===== config.mk =====
export PLATFORM = sky130hd
export DESIGN_NAME = upl_receiver
export DESIGN_NICKNAME = d
export VERILOG_FILES = /design/src/rtl/upl_pkg.sv /design/src/rtl/upl_link.sv /design/src/rtl/upl_dpath.sv /design/src/rtl/upl_ctrl.sv /design/src/rtl/upl_receiver.sv
export SDC_FILE = /design/constraint.sdc
export NUM_CORES = 1
export LEC_CHECK = 0
export BUFFER_PORTS_ARGS = -buffer_cell sky130_fd_sc_hd__clkbuf_2
export CAP_MARGIN = 20
export CORE_AREA = 5 5 126 128
export DETAILED_ROUTE_END_ITERATION = 7
export DIE_AREA = 0 0 131 133
export GPL_TIMING_DRIVEN = 1
export PLACE_DENSITY_LB_ADDON = 0.3
export SETUP_SLACK_MARGIN = 0.02
export SYNTH_ARGS = -nofsm -noshare
export SYNTH_HDL_FRONTEND = slang
export SYNTH_HIERARCHICAL = 1
export SYNTH_SLANG_ARGS = --single-unit

===== constraint.sdc =====
create_clock -name clk -period 5.9 [get_ports clk]
set_input_delay 0.295 -clock clk [delete_from_list [all_inputs] [get_ports clk]]
set_output_delay 0.295 -clock clk [all_outputs]
set_load 0.01 [all_outputs]

===== src/rtl/upl_pkg.sv =====
`timescale 1ns/1ps
package upl_pkg;
  typedef enum logic [1:0] {ST_SIZE, ST_CHECK, ST_DATA, ST_SUM} uplState_e;

  // strobes from control to datapath
  typedef struct packed {
    logic sizeLoad;
    logic dataByte;
    logic pktAccept;
    logic pktReject;
    logic clearAll;
    logic watchEn;
  } uplCtl_t;

  // conditions from datapath to control
  typedef struct packed {
    logic byteValid;
    logic sizeLast;
    logic remZero;
    logic dataLast;
    logic sumOk;
    logic lastPkt;
    logic failLast;
    logic linkIdle;
    logic timeoutHit;
  } uplStat_t;
endpackage


===== src/rtl/upl_link.sv =====
`timescale 1ns/1ps
module upl_link #(
  parameter int TIMEOUT_CYC = 1000000
) (
  input  logic       clk,
  input  logic       rstN,
  input  logic [3:0] hostNib,
  input  logic       hostStrobe,
  input  logic       clearAll,
  input  logic       watchEn,
  output logic       hostAck,
  output logic       byteValid,
  output logic [7:0] byteData,
  output logic       halfFull,
  output logic       timeoutHit
);
  localparam int TW = $clog2(TIMEOUT_CYC + 1);

  logic       syncA, syncB, syncC;
  logic       strobeEdge;
  logic [3:0] lowNib;
  logic [TW-1:0] idleCnt;

  assign strobeEdge = syncB ^ syncC;
  assign hostAck    = syncC;
  assign timeoutHit = watchEn && !strobeEdge && (idleCnt == TW'(TIMEOUT_CYC - 1));

  always_ff @(posedge clk) begin
    if (!rstN) begin
      syncA <= 1'b0;
      syncB <= 1'b0;
      syncC <= 1'b0;
    end else begin
      syncA <= hostStrobe;
      syncB <= syncA;
      syncC <= syncB;
    end
  end

  always_ff @(posedge clk) begin
    if (!rstN) begin
      lowNib    <= '0;
      halfFull  <= 1'b0;
      byteValid <= 1'b0;
      byteData  <= '0;
    end else begin
      byteValid <= 1'b0;
      if (clearAll) begin
        halfFull <= 1'b0;
      end else if (strobeEdge) begin
        if (!halfFull) begin
          lowNib   <= hostNib;
          halfFull <= 1'b1;
        end else begin
          byteData  <= {hostNib, lowNib};
          byteValid <= 1'b1;
          halfFull  <= 1'b0;
        end
      end
    end
  end

  always_ff @(posedge clk) begin
    if (!rstN) idleCnt <= '0;
    else if (!watchEn || strobeEdge || timeoutHit) idleCnt <= '0;
    else idleCnt <= idleCnt + TW'(1);
  end
endmodule


===== src/rtl/upl_dpath.sv =====
`timescale 1ns/1ps
module upl_dpath
  import upl_pkg::*;
#(
  parameter int AW          = 19,
  parameter int MAX_PKT     = 256,
  parameter int MAX_FAILS   = 3,
  parameter int SIZE_BYTES  = 3,
  parameter int TIMEOUT_CYC = 1000000
) (
  input  logic          clk,
  input  logic          rstN,
  input  logic [3:0]    hostNib,
  input  logic          hostStrobe,
  input  uplCtl_t       ctl,
  output uplStat_t      stat,
  output logic          hostAck,
  output logic          ramWe,
  output logic [AW-1:0] ramAddr,
  output logic [7:0]    ramData
);
  localparam int SZW = 8 * SIZE_BYTES;
  localparam int SIW = (SIZE_BYTES > 1) ? $clog2(SIZE_BYTES) : 1;
  localparam int LW  = $clog2(MAX_PKT + 1);
  localparam int FW  = $clog2(MAX_FAILS + 1);

  logic          byteValid, halfFull, timeoutHit;
  logic [7:0]    byteData;
  logic [SZW-1:0] sizeReg, sizeNext, remaining;
  logic [SIW-1:0] sizeIdx;
  logic [AW-1:0]  baseAddr;
  logic [LW-1:0]  offset, pktLen;
  logic [7:0]     sum;
  logic [FW-1:0]  failCnt;

  upl_link #(.TIMEOUT_CYC(TIMEOUT_CYC)) uLink (
    .clk(clk), .rstN(rstN), .hostNib(hostNib), .hostStrobe(hostStrobe),
    .clearAll(ctl.clearAll), .watchEn(ctl.watchEn), .hostAck(hostAck),
    .byteValid(byteValid), .byteData(byteData), .halfFull(halfFull),
    .timeoutHit(timeoutHit)
  );

  assign sizeNext = sizeReg | (SZW'(byteData) << (8 * sizeIdx));
  assign pktLen   = (remaining >= SZW'(MAX_PKT)) ? LW'(MAX_PKT) : LW'(remaining);

  always_comb begin
    stat.byteValid  = byteValid;
    stat.sizeLast   = (sizeIdx == SIW'(SIZE_BYTES - 1));
    stat.remZero    = (remaining == '0);
    stat.dataLast   = (offset == LW'(pktLen - LW'(1)));
    stat.sumOk      = (byteData == sum);
    stat.lastPkt    = (remaining <= SZW'(MAX_PKT));
    stat.failLast   = (failCnt == FW'(MAX_FAILS - 1));
    stat.linkIdle   = (sizeIdx == '0) && !halfFull;
    stat.timeoutHit = timeoutHit;
  end

  always_ff @(posedge clk) begin
    if (!rstN || ctl.clearAll) begin
      sizeReg   <= '0;
      sizeIdx   <= '0;
      remaining <= '0;
      baseAddr  <= '0;
      offset    <= '0;
      sum       <= '0;
      failCnt   <= '0;
    end else begin
      if (ctl.sizeLoad) begin
        sizeReg <= sizeNext;
        if (sizeIdx == SIW'(SIZE_BYTES - 1)) begin
          sizeIdx   <= '0;
          remaining <= sizeNext;
        end else begin
          sizeIdx <= sizeIdx + SIW'(1);
        end
      end
      if (ctl.dataByte) begin
        offset <= offset + LW'(1);
        sum    <= sum + byteData;
      end
      if (ctl.pktAccept) begin
        baseAddr  <= baseAddr + AW'(pktLen);
        remaining <= remaining - SZW'(pktLen);
        offset    <= '0;
        sum       <= '0;
        failCnt   <= '0;
      end
      if (ctl.pktReject) begin
        offset  <= '0;
        sum     <= '0;
        failCnt <= failCnt + FW'(1);
      end
    end
  end

  always_ff @(posedge clk) begin
    if (!rstN) begin
      ramWe   <= 1'b0;
      ramAddr <= '0;
      ramData <= '0;
    end else begin
      ramWe <= ctl.dataByte;
      if (ctl.dataByte) begin
        ramAddr <= baseAddr + AW'(offset);
        ramData <= byteData;
      end
    end
  end
endmodule


===== src/rtl/upl_ctrl.sv =====
`timescale 1ns/1ps
module upl_ctrl
  import upl_pkg::*;
(
  input  logic     clk,
  input  logic     rstN,
  input  uplStat_t stat,
  output uplCtl_t  ctl,
  output logic     pktGood,
  output logic     pktBad,
  output logic     xferDone,
  output logic     xferAbort
);
  uplState_e state, nState;
  logic goodN, badN, doneN, abortN;

  always_comb begin
    ctl     = '0;
    nState  = state;
    goodN   = 1'b0;
    badN    = 1'b0;
    doneN   = 1'b0;
    abortN  = 1'b0;
    ctl.watchEn = !(state == ST_SIZE && stat.linkIdle);
    if (stat.timeoutHit) begin
      ctl.clearAll = 1'b1;
      abortN       = 1'b1;
      nState       = ST_SIZE;
    end else begin
      case (state)
        ST_SIZE: if (stat.byteValid) begin
          ctl.sizeLoad = 1'b1;
          if (stat.sizeLast) nState = ST_CHECK;
        end
        ST_CHECK: begin
          if (stat.remZero) begin
            doneN        = 1'b1;
            ctl.clearAll = 1'b1;
            nState       = ST_SIZE;
          end else begin
            nState = ST_DATA;
          end
        end
        ST_DATA: if (stat.byteValid) begin
          ctl.dataByte = 1'b1;
          if (stat.dataLast) nState = ST_SUM;
        end
        ST_SUM: if (stat.byteValid) begin
          if (stat.sumOk) begin
            ctl.pktAccept = 1'b1;
            goodN         = 1'b1;
            if (stat.lastPkt) begin
              doneN        = 1'b1;
              ctl.clearAll = 1'b1;
              nState       = ST_SIZE;
            end else begin
              nState = ST_DATA;
            end
          end else if (stat.failLast) begin
            abortN       = 1'b1;
            ctl.clearAll = 1'b1;
            nState       = ST_SIZE;
          end else begin
            ctl.pktReject = 1'b1;
            badN          = 1'b1;
            nState        = ST_DATA;
          end
        end
        default: nState = ST_SIZE;
      endcase
    end
  end

  always_ff @(posedge clk) begin
    if (!rstN) begin
      state     <= ST_SIZE;
      pktGood   <= 1'b0;
      pktBad    <= 1'b0;
      xferDone  <= 1'b0;
      xferAbort <= 1'b0;
    end else begin
      state     <= nState;
      pktGood   <= goodN;
      pktBad    <= badN;
      xferDone  <= doneN;
      xferAbort <= abortN;
    end
  end
endmodule


===== src/rtl/upl_receiver.sv =====
`timescale 1ns/1ps
module upl_receiver
  import upl_pkg::*;
#(
  parameter int AW          = 19,
  parameter int MAX_PKT     = 256,
  parameter int MAX_FAILS   = 3,
  parameter int TIMEOUT_CYC = 1000000
) (
  input  logic          clk,
  input  logic          rstN,
  input  logic [3:0]    hostNib,
  input  logic          hostStrobe,
  output logic          hostAck,
  output logic          ramWe,
  output logic [AW-1:0] ramAddr,
  output logic [7:0]    ramData,
  output logic          pktGood,
  output logic          pktBad,
  output logic          xferDone,
  output logic          xferAbort
);
  uplCtl_t  ctl;
  uplStat_t stat;

  upl_dpath #(
    .AW(AW), .MAX_PKT(MAX_PKT), .MAX_FAILS(MAX_FAILS),
    .SIZE_BYTES(3), .TIMEOUT_CYC(TIMEOUT_CYC)
  ) uDpath (
    .clk(clk), .rstN(rstN), .hostNib(hostNib), .hostStrobe(hostStrobe),
    .ctl(ctl), .stat(stat), .hostAck(hostAck),
    .ramWe(ramWe), .ramAddr(ramAddr), .ramData(ramData)
  );

  upl_ctrl uCtrl (
    .clk(clk), .rstN(rstN), .stat(stat), .ctl(ctl),
    .pktGood(pktGood), .pktBad(pktBad),
    .xferDone(xferDone), .xferAbort(xferAbort)
  );
endmodule


# --- Word level (Yosys, flattened, before mapping) ---
# Cells that the tools add are included.
# Widths: inputs -> output; s select.
op_classes:
  n_addsub: 9
  mul: 0
  div_mod_pow: 0
  magnitude_cmp: 2
  n_eq_ne: 13
  shifts: 1
  muxes: 41
  bitwise_logic: 8
  n_reduce_logical: 27
op_table:
  columns: ["op", "n"]
  rows:
  - ["$mux 24", 3]
  - ["$add 19x9->19", 2]
  - ["$mux 2", 13]
  - ["$ge 24x9->1 const B", 1]
  - ["$le 24x9->1 const B", 1]
  - ["$logic_not 24->1", 1]
  - ["$or 24x24->24", 1]
  - ["$shl 8x5->24", 1]
  - ["$sub 24x9->24", 1]
  - ["$add 20x1->20 const B", 1]
  - ["$eq 20x20->1 const B", 1]
  - ["$mux 1", 19]
  - ["$ne 2x2->1 const B", 5]
  - ["$add 9x1->9 const B", 1]
  - ["$eq 9x9->1", 1]
  - ["$mux 9", 1]
  - ["$sub 9x1->9 const B", 1]
  - ["$add 8x8->8", 1]
  - ["$eq 2x2->1 const B", 4]
  - ["$eq 8x8->1", 1]
  - ["$pmux 2 s4", 1]
  - ["$not 1->1", 6]
  - ["$reduce_and 3->1", 2]
  - ["$reduce_bool 2->1", 3]
  - ["other kinds (15)", 29]
totals:
  ff_bits: 159
  latch_bits: 0
  mem_bits_rw: 0
  rom_bits: 0
  memories: 0

# --- Longest topological paths before layout ---
# Gate-level depths: netlist (run 1).
logic_depth:
  depth_word: 9
  depth_mapped: 19
  ltp_nobuf: 15

# --- By module ---
# Netlist (run 1), hierarchy kept.
by_module_without_submodules:
  columns: ["module", "instances", "cells_each", "area_each_um2", "seq_area_each_um2"]
  rows:
  - ["upl_dpath", 1, 807, 6545.0, 2322.2]
  - ["upl_link", 1, 166, 1510.2, 740.7]
  - ["upl_ctrl", 1, 35, 319.1, 120.1]

# --- Worst setup path before layout (run 1) ---
# Ideal clock, no wire load.
synth_path:
  path_kind: "reg-to-reg"
  startpoint: "register uDpath.remaining[9]"
  endpoint: "register uDpath.baseAddr[18]"
  arrival_time_ns: 3.398
  t_required_ns: 5.830
  slack_ns: 2.432
  path_stages_with_launch: 19
  cell_sequence: "dfxtp_1 > buf_6 > or4_1 > buf_2 > nor2_2 > buf_4 > and2_4 > buf_6 > nand2_1 > inv_1 > ha_1 > inv_1 > fa_1 > nor2b_1 > o31ai_1 > a21oi_1 > a41oi_1 > or3_1 > a21oi_1"
synth_via:
  elab_chain_cells: 7
  elab_cells_between_ends: 12
  classes_between: "1 x add/sub; 2 x order compare; 7 x mux; 2 x reduce/logical"
synth_lines:
  columns: ["element", "line", "source"]
  rows:
  - ["from (decl)", "upl_dpath.sv:29", "logic [SZW-1:0] sizeReg, sizeNext, remaining;"]
  - ["from (signal assigned)", "upl_dpath.sv:72", "remaining <= sizeNext;"]
  - ["from (signal assigned)", "upl_dpath.sv:83", "remaining <= remaining - SZW'(pktLen);"]
  - ["parallel branches: the longest is 7 deep, another holds $ge 24x9->1", null, null]
  - ["to (signal assigned)", "upl_dpath.sv:82", "baseAddr <= baseAddr + AW'(pktLen);"]
  - ["to (decl)", "upl_dpath.sv:31", "logic [AW-1:0] baseAddr;"]
# Parallel ways; which one is timed is not known.
# A chain may end at the register's enable or synchronous reset.

==> results of run 1 <==
power by group:
group	switching (W)	internal (W)	leakage, nW
Combinational	0.0000333	0.0000156	1.96
Sequential	0.00000427	0.00108	1.28
Clock	0.000450	0.000617	0.276
state kept, by name (all words and copies together), names as in the netlist, 2 cells and up:
register and count:
uCtrl/state 2, uDpath/baseAddr 19, uDpath/failCnt 2, uDpath/offset 9, uDpath/ramAddr 19, uDpath/ramData 8
uDpath/remaining 24, uDpath/sizeIdx 2, uDpath/sizeReg 24, uDpath/sum 8, uDpath/uLink/byteData 8, uDpath/uLink/idleCnt 20
uDpath/uLink/lowNib 4
cells in the mapped netlist, types with 27 or more instances:
cell type  instances  area, um^2
dfxtp_1          159        3180
nor2_1           147         552
a21oi_1           67         335
nand2_1           61         229
xnor2_1           51         447
mux2i_1           44         440
clkbuf_1          42         158
o21ai_0           36         180
inv_1             31         116
ha_1              30         375
nor3_1            30         150
nor2b_1           27         169
worst max path at each step:
| stage | start | endpoint | slack [ps] | cells after the start |
|---|---|---|---|---|
| 5_1_grt | uDpath/uLink/byteData[4] | uDpath/sum[6] | 1330 | 11 |
| 6_report | uDpath/uLink/byteData[4] | uDpath/sum[6] | 1770 | 11 |
| 3_3_place_gp | uDpath/uLink/byteData[4] | uDpath/sum[6] | 1860 | 11 |
| 4_1_cts | uDpath/uLink/byteData[4] | uDpath/sum[6] | 1790 | 11 |
| 2_1_floorplan | uDpath/remaining[9] | uDpath/baseAddr[18] | 2430 | 18 |
| 3_5_place_dp | uDpath/uLink/byteData[4] | uDpath/sum[6] | 1810 | 11 |
layout make-up:
type	instances	area [um^2]	share of cell area, %
inverters	32	120	1.31
well taps	188	235	2.57
repair buffers	43	225	2.46
clock inverters	11	106	1.16
flip-flops and latches	159	3180	34.8
clock buffers	21	470	5.15
multi-input cells	753	4800	52.5
kinds of logic after synthesis:
kind of cell	Yosys count	share of synthesized area [%]
mux	44	5.26
other cells	1	0.0448
xor+xnor	76	7.95
compound gates	204	15.2
simple gates	395	23.6
buf+inv	96	4.77
flops	159	38.0
fa+ha+maj	33	5.20
metal layers:
metal	vias up	GRT usage, %	share of wire [%]
met3	28	4.36	4.2
li1	3536	-	-
met5	-	0	0
met4	0	7.49	1.8
met1	3309	29.7	46
met2	165	37.7	48
worst reg2reg max path, delay by kind of cell, from the launching register on:
family	cells	cell delay, ps
buffers and inverters	2	690
and+or+nand+nor	6	2250
DFF	1	480
muxes	1	140
AOI/OAI and AO/OA	1	90
adders and majority gates	1	350
stage by stage:
step                      util [%]  hold slack, ps
after CTS                     62.0            66.1
after detailed placement      58.1             430
after global placement        58.1             418
final                         62.0            75.3
after floorplan                  -             412
after global routing          62.0            82.8
==> run_results.csv, run 1 <==
group,metric,value,unit
status,outcome,"finished, final reports clean",
synth,synth.distinct_cells,69,
floorplanning,core_area,14800,um^2
power,p_leak,3.52,nW
global_route,grt_max_degree,69,
finish,synthToLayoutAreaGrowth,9.19,%
hold_path,hold_path_class,"in2reg",
sta,finalSetupViolations,0,
cts,root_buffer,"clkbuf_16",
cts,clock_insertion_delay_worst_skew,430,ps
finish,fin_area,9140,um^2
placed_design,pre_cts_slack,1810,ps
drt,drcViolationCount,0,
cts,cts_resized,0,
synth,avgSynthCellArea,8.31,um^2
global_route,grt_overflow,0,
setup_path,crit_type,"reg2reg",
drt,via_per_inst,5.83,
setup_path,crit_required,6190,ps
placed_design,dpl_cell_area,8570,um^2
sta,fmax,242,MHz
cts,hold_buffers,0,
setup_path,cp-start-kind,"register",
drt,drtIter0Drc,439,
finish,num_antenna_cells,0,
setup_path,crit_arrival,4420,ps
sta,fin_crit,4130,ps
global_route,grt_antenna_before_repair,0,
setup_path,r2r_start,"uDpath/uLink/byteData[4]",
cts,numClockSinks,159,
setup_path,crit_top_cell,"nor4_1",
global_route,grt_pass1_wl,32400,um
sta,tns,0,ps
placed_design,gp_congestion,0.918,
power,power,0.00220,W
global_route,track_usage,22.8,%
finish,fill_cells,1309,
placed_design,dp.cells,1175,
synth,syn_nets,1048,
finish,instances_no_fill,1207,
flow_run,maxCapViolCount,0,
sta,grt_setup_unrepaired,"false",
hold_path,hp-start,"hostStrobe",
finish,layout-drive-gt1-share,9.13,%
cts,post-cts-setup-buffers,0,
setup_path,crit_buf_inv,2,
sta,max_slew.worst_pin.slew,1020,ps
hold_path,hold_depth,2,
floorplanning,ioPinCount,40,
floorplanning,die_h,133,um
global_route,grt_pass1_vias,6722,
sta,hold_viol_final,0,
finish,layout_commonest_cell,"dfxtp_1",
cts,cts_tree,"yes",
setup_path,slowest_delay,710,ps
synth,ys_ff_latch,159,
setup_path,crit_fanout,47,
drt,route.final.wire_length,19100,um
floorplanning,die-area,17400,um^2
synth,synth_edf_count,0,
drt,avgRoutedWirePerCell,15.8,um
sta,min_period_over_period,70.0,%
floorplanning,start_util,56.8,%
sta,setup_slack,1770,ps
sta,slew_headroom,32.1,%
synth,ys_warn_count,6,
floorplanning,die_w,131,um
sta,slew_viol_final,0,
power,vdd_drop_max,0.207,mV
synth,synthArstFlopShare,0,%
drt,first_pass_iters,5,
setup_path,path_delay_family,"simple AND/OR/NAND/NOR gates",
setup_path,reg2regPathDepth,11,
synth,yosysSeqAreaShare,38.0,%
setup_path,reg2reg_slack,1770,ps
placed_design,hpwl,13300,um
synth,syn_inst,1008,
drt,dr_total_vias,7038,
drt,antenna_left,0,
cts,path_clk_slew,60,ps
sta,fin_skew,13.3,ps
setup_path,cp-end-kind,"register",
power,power.density,240,nW/um^2
setup_path,critPathSlowestCell,"nor4_1",
finish,layout_common_cells,"dfxtp_1, nor2_1, a21oi_1",
setup_path,cp_cell_sequence,"ha_1, nor4_1, nand2_1, nor4_1, inv_1, nor2_4, buf_4, or3_1, nor2_1, mux2i_1, o21ai_0",
synth,synth_area,8370,um^2
finish,nets,1046,
setup_path,r2r_end,"uDpath/sum[6]",
cts,cts_buffer_depth,2,
cts,numCtsBuffers,17,
synth,synth_flop_cell,"dfxtp_1",
placed_design,port_buffers,39,
floorplanning,rows,45,
cts,htreeDepth,4,
hold_path,hold_end,"uDpath/uLink/syncA",
Note: power is estimated with default switching activity, not from simulation.
==> run 2: changes to the inputs <==
- CORE_AREA: 5 5 126 128 -> 5 5 129 131
- DIE_AREA: 0 0 131 133 -> 0 0 134 136
- clock period: 5.9 -> 3.76 ns (I/O delays scaled with it)
==> run 2 against run 1 <==
Largest cell class unchanged. Sequential power is 57% higher. Die area is 4.6% higher. Critical path type unchanged. Global-route usage is 1.3 points lower.
==> run_results.csv, run 2 (synthesized netlist as in run 1, its figures left out) <==
group,metric,value,unit
floorplanning,die_w,134,um
cts,numCtsBuffers,17,
cts,cts_tree,"yes",
drt,route.final.wire_length,19100,um
drt,antenna_left,0,
placed_design,port_buffers,39,
sta,fin_skew,10.4,ps
drt,via_per_inst,5.73,
setup_path,reg2reg_slack,310,ps
drt,dr_total_vias,7037,
cts,path_clk_slew,60,ps
hold_path,hp-start,"hostNib[3]",
sta,whs,21.8,ps
setup_path,cp-start-kind,"register",
power,p_int,0.00290,W
global_route,track_usage,21.5,%
sta,max_slew.worst_pin.slew,1020,ps
drt,drcViolationCount,0,
sta,slew_headroom,32.1,%
global_route,grt_pass1_wl,32100,um
sta,min_period_over_period,91.8,%
finish,nets,1065,
global_route,grt_pass1_vias,6627,
drt,avgRoutedWirePerCell,15.5,um
cts,root_buffer,"clkbuf_16",
floorplanning,start_util,54.1,%
setup_path,crit_fanout,9,
flow_run,maxCapViolCount,0,
power,combPwrFrac,2.3,%
power,netSwitchingFraction,20.7,%
floorplanning,rows,46,
sta,fmax,290,MHz
setup_path,r2r_end,"uDpath/baseAddr[18]",
finish,instances_no_fill,1229,
setup_path,cp_cell_sequence,"or4_4, nor4_4, and2_4, nand2_1, inv_1, ha_1, inv_1, fa_1, nor2b_1, o31ai_1, a21oi_2, a41oi_2, or3_1, a21oi_1",
cts,clock_insertion_delay_worst_skew,420,ps
sta,hold_viol_final,0,
power,seqPwrFrac,46.4,%
finish,num_antenna_cells,0,
finish,synthToLayoutAreaGrowth,12.0,%
sta,grt_setup_unrepaired,"false",
placed_design,hpwl,13300,um
finish,layout_common_cells,"dfxtp_1, nor2_1, a21oi_1",
power,switching_power,0.000756,W
sta,finalSetupViolations,0,
setup_path,crit_top_cell,"inv_1",
hold_path,hold_end,"uDpath/uLink/byteData[7]",
sta,slew_viol_final,0,
finish,layout_commonest_cell,"dfxtp_1",
finish,largest_registers,"uDpath/remaining (24), uDpath/sizeReg (24), uDpath/uLink/idleCnt (20)",
power,power.density,390,nW/um^2
setup_path,critPathSlowestCell,"or4_4",
placed_design,dp.cells,1194,
cts,numClockSinks,159,
placed_design,gp_congestion,0.843,
hold_path,hold_path_class,"in2reg",
status,outcome,"finished, final reports clean",
drt,drtIter0Drc,490,
floorplanning,die_h,136,um
global_route,grt_max_degree,69,
floorplanning,core_area,15500,um^2
power,pwr-share-clk,51.3,%
sta,fin_crit,3450,ps
setup_path,reg2regPathDepth,14,
cts,htreeDepth,4,
power,p_leak,3.64,nW
power,vdd_drop_max,0.339,mV
finish,layout-drive-gt1-share,10.7,%
setup_path,crit_required,4110,ps
sta,tns,0,ps
hold_path,hold_depth,3,
cts,cts_buffer_depth,2,
setup_path,crit_type,"reg2reg",
setup_path,slowest_delay,580,ps
global_route,grt_antenna_before_repair,0,
floorplanning,die-area,18200,um^2
drt,first_pass_iters,5,
global_route,grt_overflow,0,
setup_path,cp-end-kind,"register",
setup_path,r2r_start,"uDpath/remaining[19]",
floorplanning,ioPinCount,40,
setup_path,crit_arrival,3800,ps
==> run 2: changes by cell type in the layout (fill, tap and decap cells not counted), sizes merged <==
cell	previous run	this run
buf	4	22
bufinv	1	5
clkinv	5	2
clkbuf	60	58
dlygate4sd3	0	1
==> run 2: metrics by stage <==
step                      total power, W  util, %  cell area (um^2)  setup WS [ps]
after CTS                        0.00369     60.4              9350            192
after global routing             0.00377     60.6              9380           23.6
after global placement           0.00181     56.2              8700            289
after floorplan                  0.00179        -              8370            292
after detailed placement         0.00182     56.2              8700            203
final                            0.00366     60.6              9380            307
==> run 2: cell type report <==
class                      instances  area, um^2
clock buffer                      19         433
clock inverter                    12         208
fill                            1337        6100
inverter                          32         120
multi-input combinational        753        4810
sequential                       159        3180
tap                              192         240
timing repair buffer              62         383
==> run 2: power groups by stage <==
stage / Sequential [W] / Combinational [W] / Clock (W)
after global routing: 0.00170 / 0.0000910 / 0.00199
after floorplan: 0.00173 / 0.0000586 / 0
after global placement: 0.00173 / 0.0000811 / 0
after detailed placement: 0.00173 / 0.0000816 / 0
after CTS: 0.00170 / 0.0000827 / 0.00191
final: 0.00170 / 0.0000831 / 0.00188
==> run 2: how the worst max path moves through the flow <==
stage	start	to	slack, ps	cells past startpoint
after global placement	uDpath/remaining[19]	uDpath/baseAddr[18]	290	14
final	uDpath/remaining[19]	uDpath/baseAddr[18]	310	14
after detailed placement	uDpath/remaining[19]	uDpath/baseAddr[18]	200	14
after floorplan	uDpath/remaining[9]	uDpath/baseAddr[18]	290	18
after CTS	uDpath/remaining[19]	uDpath/baseAddr[18]	190	14
after global routing	uDpath/remaining[19]	uDpath/baseAddr[18]	20	14
==> run 2: timing repair <==
item,4_1_cts,5_1_grt
hold buffers,1,0
resized for setup,0,2
endpoints found under the hold margin,1,0
buffers inserted,0,3
setup endpoints to repair,0,2
==> run 2: routing by layer <==
metal	track usage (%)	share of wire (%)	up-vias
li1	-	-	3574
met1	28.1	47	3272
met2	36.0	47	167
met3	3.63	4.1	24
met4	7.77	1.7	0
met5	0	0	-
==> run 2: worst max-delay path: cells and delay by family, from the launching register on <==
family	cells	cell delay (ps)
buffers and inverters	2	120
flip-flops	1	360
adder cells (fa/ha/maj)	2	540
AO/OA/AOI/OAI	4	700
AND/OR/NAND/NOR	6	1650
